[src/rtl/rxfifo_pkg.sv]
package rxfifo_pkg;

  // Upper bound on the object index width carried between control and datapath
  localparam int MAX_IDX_W = 8;

  // Strobes from the allocation control to the flag datapath
  typedef struct packed {
    logic                 store;      // write a frame this cycle
    logic                 overwrite;  // target holds unread data
    logic [MAX_IDX_W-1:0] idx;        // target object bit position
  } allocStrobe_t;

endpackage

[src/rtl/rxfifo_lowest.sv]
module rxfifo_lowest #(
  parameter int WIDTH = 32,
  parameter int IDX_W = 5
) (
  input  logic [WIDTH-1:0] vec,
  output logic             found,
  output logic [IDX_W-1:0] idx
);

  // Priority encoder: the lowest set bit wins
  always_comb begin
    found = 1'b0;
    idx   = '0;
    for (int i = WIDTH - 1; i >= 0; i--) begin
      if (vec[i]) begin
        found = 1'b1;
        idx   = IDX_W'(i);
      end
    end
  end

endmodule

[src/rtl/rxfifo_ctrl.sv]
module rxfifo_ctrl
  import rxfifo_pkg::*;
#(
  parameter int NUM_OBJ = 32,
  parameter int IDX_W   = 5
) (
  input  logic               frameValid,
  input  logic [NUM_OBJ-1:0] objValid,
  input  logic [NUM_OBJ-1:0] objIsRx,
  input  logic [NUM_OBJ-1:0] objEob,
  input  logic [NUM_OBJ-1:0] newDataVec,
  output allocStrobe_t       strobes
);

  logic [NUM_OBJ-1:0] freeVec;
  logic [NUM_OBJ-1:0] eobVec;
  logic               freeFound;
  logic               eobFound;
  logic [IDX_W-1:0]   freeIdx;
  logic [IDX_W-1:0]   eobIdx;

  assign freeVec = objValid & objIsRx & ~newDataVec;
  assign eobVec  = objValid & objIsRx & objEob;

  rxfifo_lowest #(.WIDTH(NUM_OBJ), .IDX_W(IDX_W)) freeEnc (
    .vec(freeVec), .found(freeFound), .idx(freeIdx)
  );

  rxfifo_lowest #(.WIDTH(NUM_OBJ), .IDX_W(IDX_W)) eobEnc (
    .vec(eobVec), .found(eobFound), .idx(eobIdx)
  );

  always_comb begin
    strobes.store     = frameValid && (freeFound || eobFound);
    strobes.overwrite = !freeFound && eobFound;
    strobes.idx       = freeFound ? MAX_IDX_W'(freeIdx) : MAX_IDX_W'(eobIdx);
  end

endmodule

[src/rtl/rxfifo_dp.sv]
module rxfifo_dp
  import rxfifo_pkg::*;
#(
  parameter int NUM_OBJ    = 32,
  parameter int IDX_W      = 5,
  parameter int FRAME_ID_W = 29,
  parameter int INT_ID_W   = 16
) (
  input  logic                  clk,
  input  logic                  rstN,
  input  allocStrobe_t          strobes,
  input  logic [FRAME_ID_W-1:0] frameId,
  input  logic [NUM_OBJ-1:0]    clrNewData,
  input  logic [NUM_OBJ-1:0]    clrIntPend,
  input  logic [NUM_OBJ-1:0]    setTxReq,
  input  logic [NUM_OBJ-1:0]    txDone,
  input  logic                  statusPend,
  output logic                  wrStrobe,
  output logic [IDX_W-1:0]      wrIndex,
  output logic [FRAME_ID_W-1:0] wrId,
  output logic                  wrLost,
  output logic [NUM_OBJ-1:0]    newDataVec,
  output logic [NUM_OBJ-1:0]    intPendVec,
  output logic [NUM_OBJ-1:0]    msgLostVec,
  output logic [NUM_OBJ-1:0]    txReqVec,
  output logic [INT_ID_W-1:0]   intId
);

  localparam logic [INT_ID_W-1:0] STATUS_CODE = {1'b1, {(INT_ID_W-1){1'b0}}};

  // Per-object flag cells
  for (genvar i = 0; i < NUM_OBJ; i++) begin : gObj
    logic hit;
    logic nd, ml, ip, tr;

    assign hit = strobes.store && (strobes.idx == MAX_IDX_W'(i));

    always_ff @(posedge clk) begin
      if (!rstN) begin
        nd <= 1'b0;
        ml <= 1'b0;
        ip <= 1'b0;
        tr <= 1'b0;
      end else begin
        nd <= hit | (nd & ~clrNewData[i]);
        ml <= (hit & strobes.overwrite) | (ml & ~clrNewData[i]);
        ip <= hit | (txDone[i] & tr) | (ip & ~clrIntPend[i]);
        tr <= setTxReq[i] | (tr & ~txDone[i]);
      end
    end

    assign newDataVec[i] = nd;
    assign msgLostVec[i] = ml;
    assign intPendVec[i] = ip;
    assign txReqVec[i]   = tr;
  end

  // Write-side report registers
  always_ff @(posedge clk) begin
    if (!rstN) begin
      wrStrobe <= 1'b0;
      wrLost   <= 1'b0;
      wrIndex  <= '0;
      wrId     <= '0;
    end else begin
      wrStrobe <= strobes.store;
      wrLost   <= strobes.store & strobes.overwrite;
      if (strobes.store) begin
        wrIndex <= strobes.idx[IDX_W-1:0];
        wrId    <= frameId;
      end
    end
  end

  // Interrupt identifier: status first, then the lowest pending object
  logic             pendFound;
  logic [IDX_W-1:0] pendIdx;

  rxfifo_lowest #(.WIDTH(NUM_OBJ), .IDX_W(IDX_W)) pendEnc (
    .vec(intPendVec), .found(pendFound), .idx(pendIdx)
  );

  always_comb begin
    if (statusPend)     intId = STATUS_CODE;
    else if (pendFound) intId = INT_ID_W'(pendIdx) + INT_ID_W'(1);
    else                intId = '0;
  end

endmodule

[src/rtl/rxfifo_alloc.sv]
module rxfifo_alloc
  import rxfifo_pkg::*;
#(
  parameter int NUM_OBJ    = 32,
  parameter int FRAME_ID_W = 29,
  parameter int INT_ID_W   = 16,
  localparam int IDX_W     = (NUM_OBJ > 1) ? $clog2(NUM_OBJ) : 1
) (
  input  logic                  clk,
  input  logic                  rstN,
  input  logic                  frameValid,
  input  logic [FRAME_ID_W-1:0] frameId,
  input  logic [NUM_OBJ-1:0]    objValid,
  input  logic [NUM_OBJ-1:0]    objIsRx,
  input  logic [NUM_OBJ-1:0]    objEob,
  input  logic [NUM_OBJ-1:0]    clrNewData,
  input  logic [NUM_OBJ-1:0]    clrIntPend,
  input  logic [NUM_OBJ-1:0]    setTxReq,
  input  logic [NUM_OBJ-1:0]    txDone,
  input  logic                  statusPend,
  output logic                  wrStrobe,
  output logic [IDX_W-1:0]      wrIndex,
  output logic [FRAME_ID_W-1:0] wrId,
  output logic                  wrLost,
  output logic [NUM_OBJ-1:0]    newDataVec,
  output logic [NUM_OBJ-1:0]    intPendVec,
  output logic [NUM_OBJ-1:0]    msgLostVec,
  output logic [NUM_OBJ-1:0]    txReqVec,
  output logic [INT_ID_W-1:0]   intId
);

  allocStrobe_t strobes;

  rxfifo_ctrl #(.NUM_OBJ(NUM_OBJ), .IDX_W(IDX_W)) ctrl (
    .frameValid (frameValid),
    .objValid   (objValid),
    .objIsRx    (objIsRx),
    .objEob     (objEob),
    .newDataVec (newDataVec),
    .strobes    (strobes)
  );

  rxfifo_dp #(
    .NUM_OBJ(NUM_OBJ), .IDX_W(IDX_W),
    .FRAME_ID_W(FRAME_ID_W), .INT_ID_W(INT_ID_W)
  ) dp (
    .clk        (clk),
    .rstN       (rstN),
    .strobes    (strobes),
    .frameId    (frameId),
    .clrNewData (clrNewData),
    .clrIntPend (clrIntPend),
    .setTxReq   (setTxReq),
    .txDone     (txDone),
    .statusPend (statusPend),
    .wrStrobe   (wrStrobe),
    .wrIndex    (wrIndex),
    .wrId       (wrId),
    .wrLost     (wrLost),
    .newDataVec (newDataVec),
    .intPendVec (intPendVec),
    .msgLostVec (msgLostVec),
    .txReqVec   (txReqVec),
    .intId      (intId)
  );

endmodule

[config.mk]
export PLATFORM = sky130hd
export DESIGN_NAME = rxfifo_alloc
export DESIGN_NICKNAME = d
export VERILOG_FILES = /design/src/rtl/rxfifo_pkg.sv /design/src/rtl/rxfifo_lowest.sv /design/src/rtl/rxfifo_ctrl.sv /design/src/rtl/rxfifo_dp.sv /design/src/rtl/rxfifo_alloc.sv
export SDC_FILE = /design/constraint.sdc
export NUM_CORES = 1
export LEC_CHECK = 0
export CORE_AREA = 2 2 168 170
export DETAILED_ROUTE_END_ITERATION = 12
export DIE_AREA = 0 0 170 172
export HOLD_SLACK_MARGIN = 0.06
export PLACE_DENSITY = 0.65
export SKIP_CTS_REPAIR_TIMING = 1
export SLEW_MARGIN = 20
export SYNTH_ARGS = -nofsm -noshare
export SYNTH_HDL_FRONTEND = slang
export SYNTH_SLANG_ARGS = --single-unit
[constraint.sdc]
create_clock -name clk -period 9.1 [get_ports clk]
set_clock_uncertainty 0.2 [all_clocks]
set_input_delay 0.91 -clock clk [delete_from_list [all_inputs] [get_ports clk]]
set_output_delay 0.91 -clock clk [all_outputs]
set_load 0.1 [all_outputs]
### After elaboration in Yosys (flattened, before gate mapping)

Cells that the tools add are included.
W data, S select, Z words.

| word-level totals | value |
|---|---|
| flip-flop bits (word level) | 164 |
| bits of input ports | 257 |
| output and inout port bits | 180 |
| word-level logic and storage cells | 849 |

| operators by class | value |
|---|---|
| add/subtract/negate cells | 1 |
| eq/ne operators | 31 |
| mux-type cells | 195 |
| bitwise gates (word level) | 453 |
| reductions and logical operators | 37 |

Operators by type and width:

| kind | count |
|---|---|
| $mux W5 | 97 |
| $and A1 B1 Y1 | 193 |
| $or A1 B1 Y1 | 160 |
| $and A32 B32 Y32 | 3 |
| $mux W1 | 96 |
| $not A1 Y1 | 96 |
| $eq A5 B5 Y1 const B | 16 |
| $eq A5 B4 Y1 const B | 8 |
| $logic_and A1 B1 Y1 | 34 |
| $mux W16 | 2 |
| $not A32 Y32 | 1 |
| $eq A5 B3 Y1 const B | 4 |
| $eq A5 B2 Y1 const B | 2 |
| $logic_not A8 Y1 | 1 |
| $add A5 B1 Y6 const B | 1 |
| $eq A5 B1 Y1 const B | 1 |
| $logic_not A1 Y1 | 1 |
| $logic_or A1 B1 Y1 | 1 |

### Logic depth before layout (Yosys ltp)

Gate-level depths: netlist of the first run.

| logic depth | value |
|---|---|
| word-level depth | 39 |
| depth in mapped cells | 11 |
| mapped depth without buffers | 11 |

### Modules after synthesis

From an unflattened synthesis of the first run, not the netlist that was laid out.

| unflattened totals | value |
|---|---|
| cell total of the unflattened synthesis | 1045 |
| area total of the unflattened synthesis | 8869.8 sq um |

Modules (own cells, without submodules):

| module | instances | cells an instance | area an instance (sq um) |
|---|---|---|---|
| rxfifo_dp | 1 | 774 | 7149.4 |
| rxfifo_lowest | 3 | 65 | 370.4 |
| rxfifo_ctrl | 1 | 76 | 609.3 |

### Worst setup path after synthesis of the first run

Ideal clock, no wire load.

| path | value |
|---|---|
| path kind | flip-flop to output port |
| start | register dp.gObj[30].ip |
| end | output intId[4] |
| arrival time | 3.295 ns |
| data required time | 7.990 ns |
| slack | 4.695 ns |
| stages on the path, launching flop included | 11 |
| buffers on the path | 0 |
| cells stage by stage | dfxtp_1 nor2_1 o311ai_0 a311oi_1 o311a_1 o2111ai_1 nand4_1 a311oi_1 ha_1 a41oi_1 nor2_1 |

| between the ends | value |
|---|---|
| longest elaborated chain between the ends | 34 |
| elaborated cells between the ends (all ways) | 65 |

RTL lines:

| what | line | source |
|---|---|---|
| start: declaration | rxfifo_dp.sv:34 | `logic nd, ml, ip, tr;` |
| start signal: assignment | rxfifo_dp.sv:47 | `ip <= hit \| (txDone[i] & tr) \| (ip & ~clrIntPend[i]);` |
| $mux W5 (31 in a row) | rxfifo_lowest.sv:15 | `if (vec[i]) begin` |
| $add A5 B1 Y6 | rxfifo_dp.sv:85 | `else if (pendFound) intId = INT_ID_W'(pendIdx) + INT_ID_W'(1);` |
| $mux W16 * | rxfifo_dp.sv:85 |  |
| $mux W16 * | rxfifo_dp.sv:84 | `if (statusPend) intId = STATUS_CODE;` |
| end: declaration | rxfifo_alloc.sv:29 | `output logic [INT_ID_W-1:0] intId` |

Every way passes the cells marked *; elsewhere a longest branch is shown, timed or not.

### Worst setup path in the final report of the first run

Same ends and word-level chain as after synthesis.

==> results of run 1 <==
[power by group through the flow]
stage	logic [mW]	registers [mW]	clock network (mW)
after global placement	0.683	0.785	0
after CTS	0.689	0.769	0.757
final	0.687	0.770	0.742
after global routing	0.720	0.773	0.787
after floorplan	0.396	0.846	0
after detailed placement	0.685	0.786	0
[final cells by class]
type / instances / area [um2]
fillers: 2699 / 14400
multi-input cells: 744 / 4360
repair buffers: 429 / 4290
flip-flops and latches: 164 / 3280
well taps: 346 / 433
clock buffers: 17 / 425
clock inverters: 15 / 164
inverters: 34 / 128
[state kept, by name, indices dropped and copies added, names as in the netlist]
register and count:
dp.gObj.tr 32, dp.wrLost 1, dp.wrStrobe 1, dp.gObj.ip 32, dp.wrId 29, dp.gObj.nd 32, dp.gObj.ml 32, dp.wrIndex 5
[synthesized netlist by cell type, types with 4 or more instances]
master,number
nand2_1,176
dfxtp_1,164
buf_4,138
o21ai_0,132
nor2b_1,98
nand3_1,37
o21a_1,35
inv_1,34
mux2i_1,30
nand3b_1,28
clkbuf_1,25
nor2_1,24
nand4_1,15
a21oi_1,14
and3b_1,13
nand2b_1,10
nor4_1,9
a211oi_1,8
nor3_1,8
or2_2,8
o2111ai_1,7
and3_1,6
o21ai_1,6
o211a_1,5
a311oi_1,4
a31oi_1,4
and4_1,4
o211ai_1,4
[per-stage QoR]
stage / cells / hold slack (ps) / power (mW)
final: 1749 / 260 / 2.20
after global routing: 1749 / 281 / 2.28
after detailed placement: 1717 / 245 / 1.47
after CTS: 1749 / 264 / 2.22
after floorplan: 1107 / 226 / 1.24
after global placement: 1717 / 233 / 1.47
[path summary, 6_finish.rpt]
check | from | endpoint | slack, ps | cells past startpoint
hold reg to reg | dp.gObj[28].ml$_SDFF_PN0_ | dp.gObj[28].ml$_SDFF_PN0_ | 260 | 2
setup reg to reg | dp.gObj[14].nd$_SDFF_PN0_ | dp.gObj[19].ip$_SDFF_PN0_ | 5480 | 6
hold / removal | dp.gObj[28].ml$_SDFF_PN0_ | dp.gObj[28].ml$_SDFF_PN0_ | 260 | 2
setup / recovery | dp.gObj[30].ip$_SDFF_PN0_ | intId[4] | 3900 | 11
[critical path: stages (launching register included)]
cell	delay [ps]
dfxtp_1	380
nor2_1	70
o311ai_0	310
a311oi_1	180
o311a_1	310
o2111ai_1	200
nand4_1	180
a311oi_1	320
ha_1	250
a41oi_1	170
nor2_1	140
clkdlybuf4s50_1	1150
[metal layers]
| layer | track usage (%) | routed length, um |
|---|---|---|
| met3 | 7.30 | 2890 |
| met4 | 7.28 | 776 |
| met2 | 41.5 | 17400 |
| met5 | 0 | 0 |
| met1 | 24.6 | 13600 |
[cells by family after synthesis]
group | Yosys count
adder cells (fa/ha/maj) | 1
other | 1
AND/OR/NAND/NOR | 455
buffers and inverters | 199
flip-flops | 164
multiplexers | 30
XOR/XNOR | 1
AO/OA/AOI/OAI | 248
==> summary.txt, run 1 <==
Run status
  • Status: completed

Final layout
  • Most frequent cells in the layout: clkdlybuf4s50_1, nand2_1, dfxtp_1
  • Commonest non-fill, non-tap cell in the layout: clkdlybuf4s50_1
  • Ant diodes: 0
  • P&R area growth vs syn: 47.4%
  • Design area: 13100 um2
  • Layout cells sized above 1: 4.28%
  • Nets: 1648
  • Utilization after layout: 47.6%

STA
  • # setup viols final: 0
  • Fin Setup TNS: 0 ps
  • Hold Vio Cnt, Final: 0
  • Peak Freq: 0.192 GHz
  • Max_slew headroom: 27.1%
  • Final setup margin: 3900 ps
  • Worst-Margin Slew: 1090 ps
  • Final critical-path share of the clock period: 57.2%
  • Crit path time final: 5200 ps
  • Max-slew violation count: 0
  • RSZ-0062 raised after global routing: no

Logic synthesis
  • Area leader, netlist: dfxtp_1
  • Synth Area in Compound Gates: 17.4%
  • Largest family of logic cells by synthesized area: simple AND/OR/NAND/NOR gates
  • Synth area leaders: dfxtp_1, buf_4, nand2_1
  • Async S/R FF share, synth: 0%
  • Seq/Total Area, Yosys: 37.0%
  • Syn Std Cell Area: 8870 um2
  • Post-synth EDFFs: 0
  • Syn_area_per_cell: 8.07 um2
  • Main synth FF type: dfxtp_1
  • Synth Register Bits: 164
  • Mux contribution to synthesized area: 3.39%
  • Top cell type's share of synthesized area: 37.0%
  • Adder-Cell Fraction of Synth Area: 0.141%
  • YS warnings: 0
  • Synth cell types: 67
  • Synthesized-area fraction occupied by and/or/nand/nor cells: 27.6%
  • Xor-xnor portion of the synthesized cell area: 0.0987%
  • Mapped Cells: 1099

CTS
  • Clk slew on worst S/H paths: 70 ps
  • Total clock sinks: 164
  • CTS tree: yes
  • Clk root buf: clkbuf_16
  • CTS Buf Count: 17
  • Clock Tree Buf Depth: 2
  • H-tree depth: 4
  • Clk_lat worst skew: 430 ps

Pwr
  • Clock power share: 33.7%
  • Sw Share: 37.6%
  • PD cells: 168 nW/um2
  • P_leak: 4.88 nW
  • Comb power frac: 31.2%
  • Psw: 826 uW
  • Peak VDD IR: 105 uV
  • Fraction of power consumed by sequential logic: 35.0%
  • Int Pwr: 1.37 mW

Min path
  • Hold Path Class: flop to flop

Setup path
  • CP Data Required Time: 7990 ps
  • CP Data Arrival Time: 4090 ps
  • Type of the worst setup path: flop to output pin
  • Kind of end point of the critical path: output pin
  • CP Max Fanout: 5
  • Critical Path Source Type: flop

Place
  • Post-DP Area: 12500 um2
  • Post-DP HPWL: 27500 um
  • Routability congestion estimate: 0.881
  • Pre-CTS WS: 4320 ps
  • Port Buf Inserts: 427

Run
  • Max cap viols: 0

GRT
  • Number of global-route vias before repair: 8493
  • Initial antenna violation count: 1
  • Total congestion overflow: 0
  • First-pass GRT wire length: 49500 um
  • Pin count of the biggest net entering global routing: 90
  • Tot GR Track Use: 22.6%

Detailed routing
  • Vias: 8722
  • ANT nets after route: 0
  • DRC violations left: 0
  • TritonRoute pass-1 iters: 5
  • Iteration-0 DRC Markers: 398
  • Via density: 4.99
  • Post-Route WL: 34700 um
  • Wirelength per Cell: 19.8 um

Floorplan
  • Vertical die dimension: 172 um
  • IO Pins: 437
  • Chip width: 170 um
  • Row count: 61
  • Area of the core: 27500 um2
  • Starting Density: 32.3%
  • Full die area: 29200 um2
Power figures use the tool's default switching activity.
==> inputs of run 2 (changes only) <==
Settings changed: CORE_AREA 2 2 168 170 to 2 2 169 171, DIE_AREA 0 0 170 172 to 0 0 171 173, PLACE_DENSITY 0.65 to 0.64.
Clock period 9.1 ns to 5.3 ns, I/O delays scaled along.
==> run 2 against run 1 <==
  * Core utilization down 0.077 points
  * Sequential cell count unchanged
  * Final cell count up 1.9%
  * Worst hold slack worse by 2.9 ps
  * First-iteration DRC count up 30%
  * Sequential share of layout area down 0.098 points
  * Global-route usage up 0.44 points
  * Count of clock-buffer cells in the layout up 1
  * Worst setup slack worse by 3100 ps
  * Via count about the same
  * Combinational power up 72%
  * Critical path depth down 2
==> summary.txt, run 2 (synthesized netlist as in run 1, its figures left out) <==
STA
  • Final setup margin: 822 ps
  • Worst-Margin Slew: 1100 ps
  • # setup viols final: 0
  • Fin Setup TNS: 0 ps
  • Max-slew violation count: 0
  • Crit path time final: 4480 ps
  • Peak Freq: 0.223 GHz
  • Final critical-path share of the clock period: 84.5%
  • Hold Vio Cnt, Final: 0
  • Max_slew headroom: 26.2%
  • RSZ-0062 raised after global routing: no

Detailed routing
  • DRC violations left: 0
  • ANT nets after route: 0
  • Wirelength per Cell: 19.9 um
  • Post-Route WL: 35400 um
  • Iteration-0 DRC Markers: 517
  • Via density: 4.89
  • TritonRoute pass-1 iters: 5
  • Vias: 8720

Floorplan
  • Vertical die dimension: 173 um
  • Full die area: 29600 um2
  • Chip width: 171 um
  • IO Pins: 437
  • Area of the core: 27600 um2
  • Row count: 61
  • Starting Density: 32.1%

CTS
  • Clk root buf: clkbuf_16
  • CTS tree: yes
  • H-tree depth: 4
  • Clock Tree Buf Depth: 2
  • Clk_lat worst skew: 440 ps
  • CTS Buf Count: 17
  • Clk slew on worst S/H paths: 70 ps
  • Total clock sinks: 164

Min path
  • Hold path depth: 2
  • Hold Path Class: flop to flop

Place
  • Routability congestion estimate: 0.869
  • Post-DP HPWL: 28000 um
  • Pre-CTS WS: 1080 ps
  • Port Buf Inserts: 427

Final layout
  • Most frequent cells in the layout: clkdlybuf4s50_1, nand2_1, dfxtp_1
  • Commonest non-fill, non-tap cell in the layout: clkdlybuf4s50_1
  • Fillers: 2755
  • P&R area growth vs syn: 48.0%
  • Multi-input logic area: 4350 um2
  • Storage cell area: 3280 um2
  • Ant diodes: 0
  • Layout cells sized above 1: 4.41%
  • Nets: 1650

GRT
  • Total congestion overflow: 0
  • First-pass GRT wire length: 51300 um
  • Pin count of the biggest net entering global routing: 76
  • Initial antenna violation count: 1
  • Tot GR Track Use: 23.0%
  • Number of global-route vias before repair: 8542

Setup path
  • CP Data Required Time: 4570 ps
  • R2R cell count: 9
  • CP Max Fanout: 5
  • Slowest Stage Delay on Critical Path: 1180 ps
  • CP Data Arrival Time: 3750 ps
  • Worst path cell trace: nor2_1 -> o311ai_0 -> a311oi_1 -> o311a_1 -> o2111ai_1 -> nand4_1 -> nand4b_1 -> a21oi_1 -> clkdlybuf4s50_1
  • Slowest-stage cell, CP: clkdlybuf4s50_1
  • Type of the worst setup path: flop to output pin
  • Critical Path Source Type: flop
  • Kind of end point of the critical path: output pin

Run status
  • Status: completed

Pwr
  • P_leak: 4.89 nW
  • Peak VDD IR: 240 uV
  • PD cells: 289 nW/um2

Run
  • Max cap viols: 0
[run 2: final cells by class]
type	count	share of cell area, %
Clock buffer	18	3.27
Clock inverter	14	1.29
Inverter	34	0.972
Multi-Input combinational cell	744	33.1
Sequential cell	164	25.0
Tap cell	378	3.60
Timing Repair Buffer	431	32.7
[run 2: routing by layer]
metal | routed length [um] | part of all wire, % | global-route usage, % | up-vias
met4 | 981 | 2.8 | 8.33 | 0
met3 | 2850 | 8.0 | 6.48 | 54
met1 | 14100 | 40 | 26.3 | 4046
met2 | 17500 | 49 | 40.5 | 370
li1 | - | - | - | 4250
met5 | 0 | 0 | 0 | -
[run 2: worst paths after layout]
path | from | endpoint | slack [ps]
worst max-delay path | dp.gObj[30].ip$_SDFF_PN0_ | intId[3] | 820
worst min-delay path | dp.gObj[0].ml$_SDFF_PN0_ | dp.gObj[0].ml$_SDFF_PN0_ | 260
worst max register to register | dp.gObj[27].nd$_SDFF_PN0_ | dp.gObj[4].ml$_SDFF_PN0_ | 1710
worst min register to register | dp.gObj[0].ml$_SDFF_PN0_ | dp.gObj[0].ml$_SDFF_PN0_ | 260
[run 2: where the power goes]
| group | internal [mW] | switching [mW] |
|---|---|---|
| clock | 0.711 | 0.578 |
| combinational | 0.402 | 0.781 |
| sequential | 1.28 | 0.0412 |
[run 2: stage by stage]
stage | cells | instance area (um2) | hold WS (ps) | power, mW | utilization (%)
3_3_place_gp | 1751 | 12500 | 235 | 2.53 | 45.3
3_5_place_dp | 1751 | 12500 | 243 | 2.53 | 45.3
5_1_grt | 1783 | 13100 | 283 | 3.94 | 47.5
6_report | 1783 | 13100 | 257 | 3.79 | 47.5
4_1_cts | 1783 | 13100 | 259 | 3.83 | 47.5
2_1_floorplan | 1107 | 8900 | 226 | 2.13 | -
[run 2: critical path, delay by kind of cell (launching register included)]
family | cells | cell delay, ps
compound gates | 5 | 1240
buf+inv | 1 | 1180
flops | 1 | 410
simple gates | 3 | 480
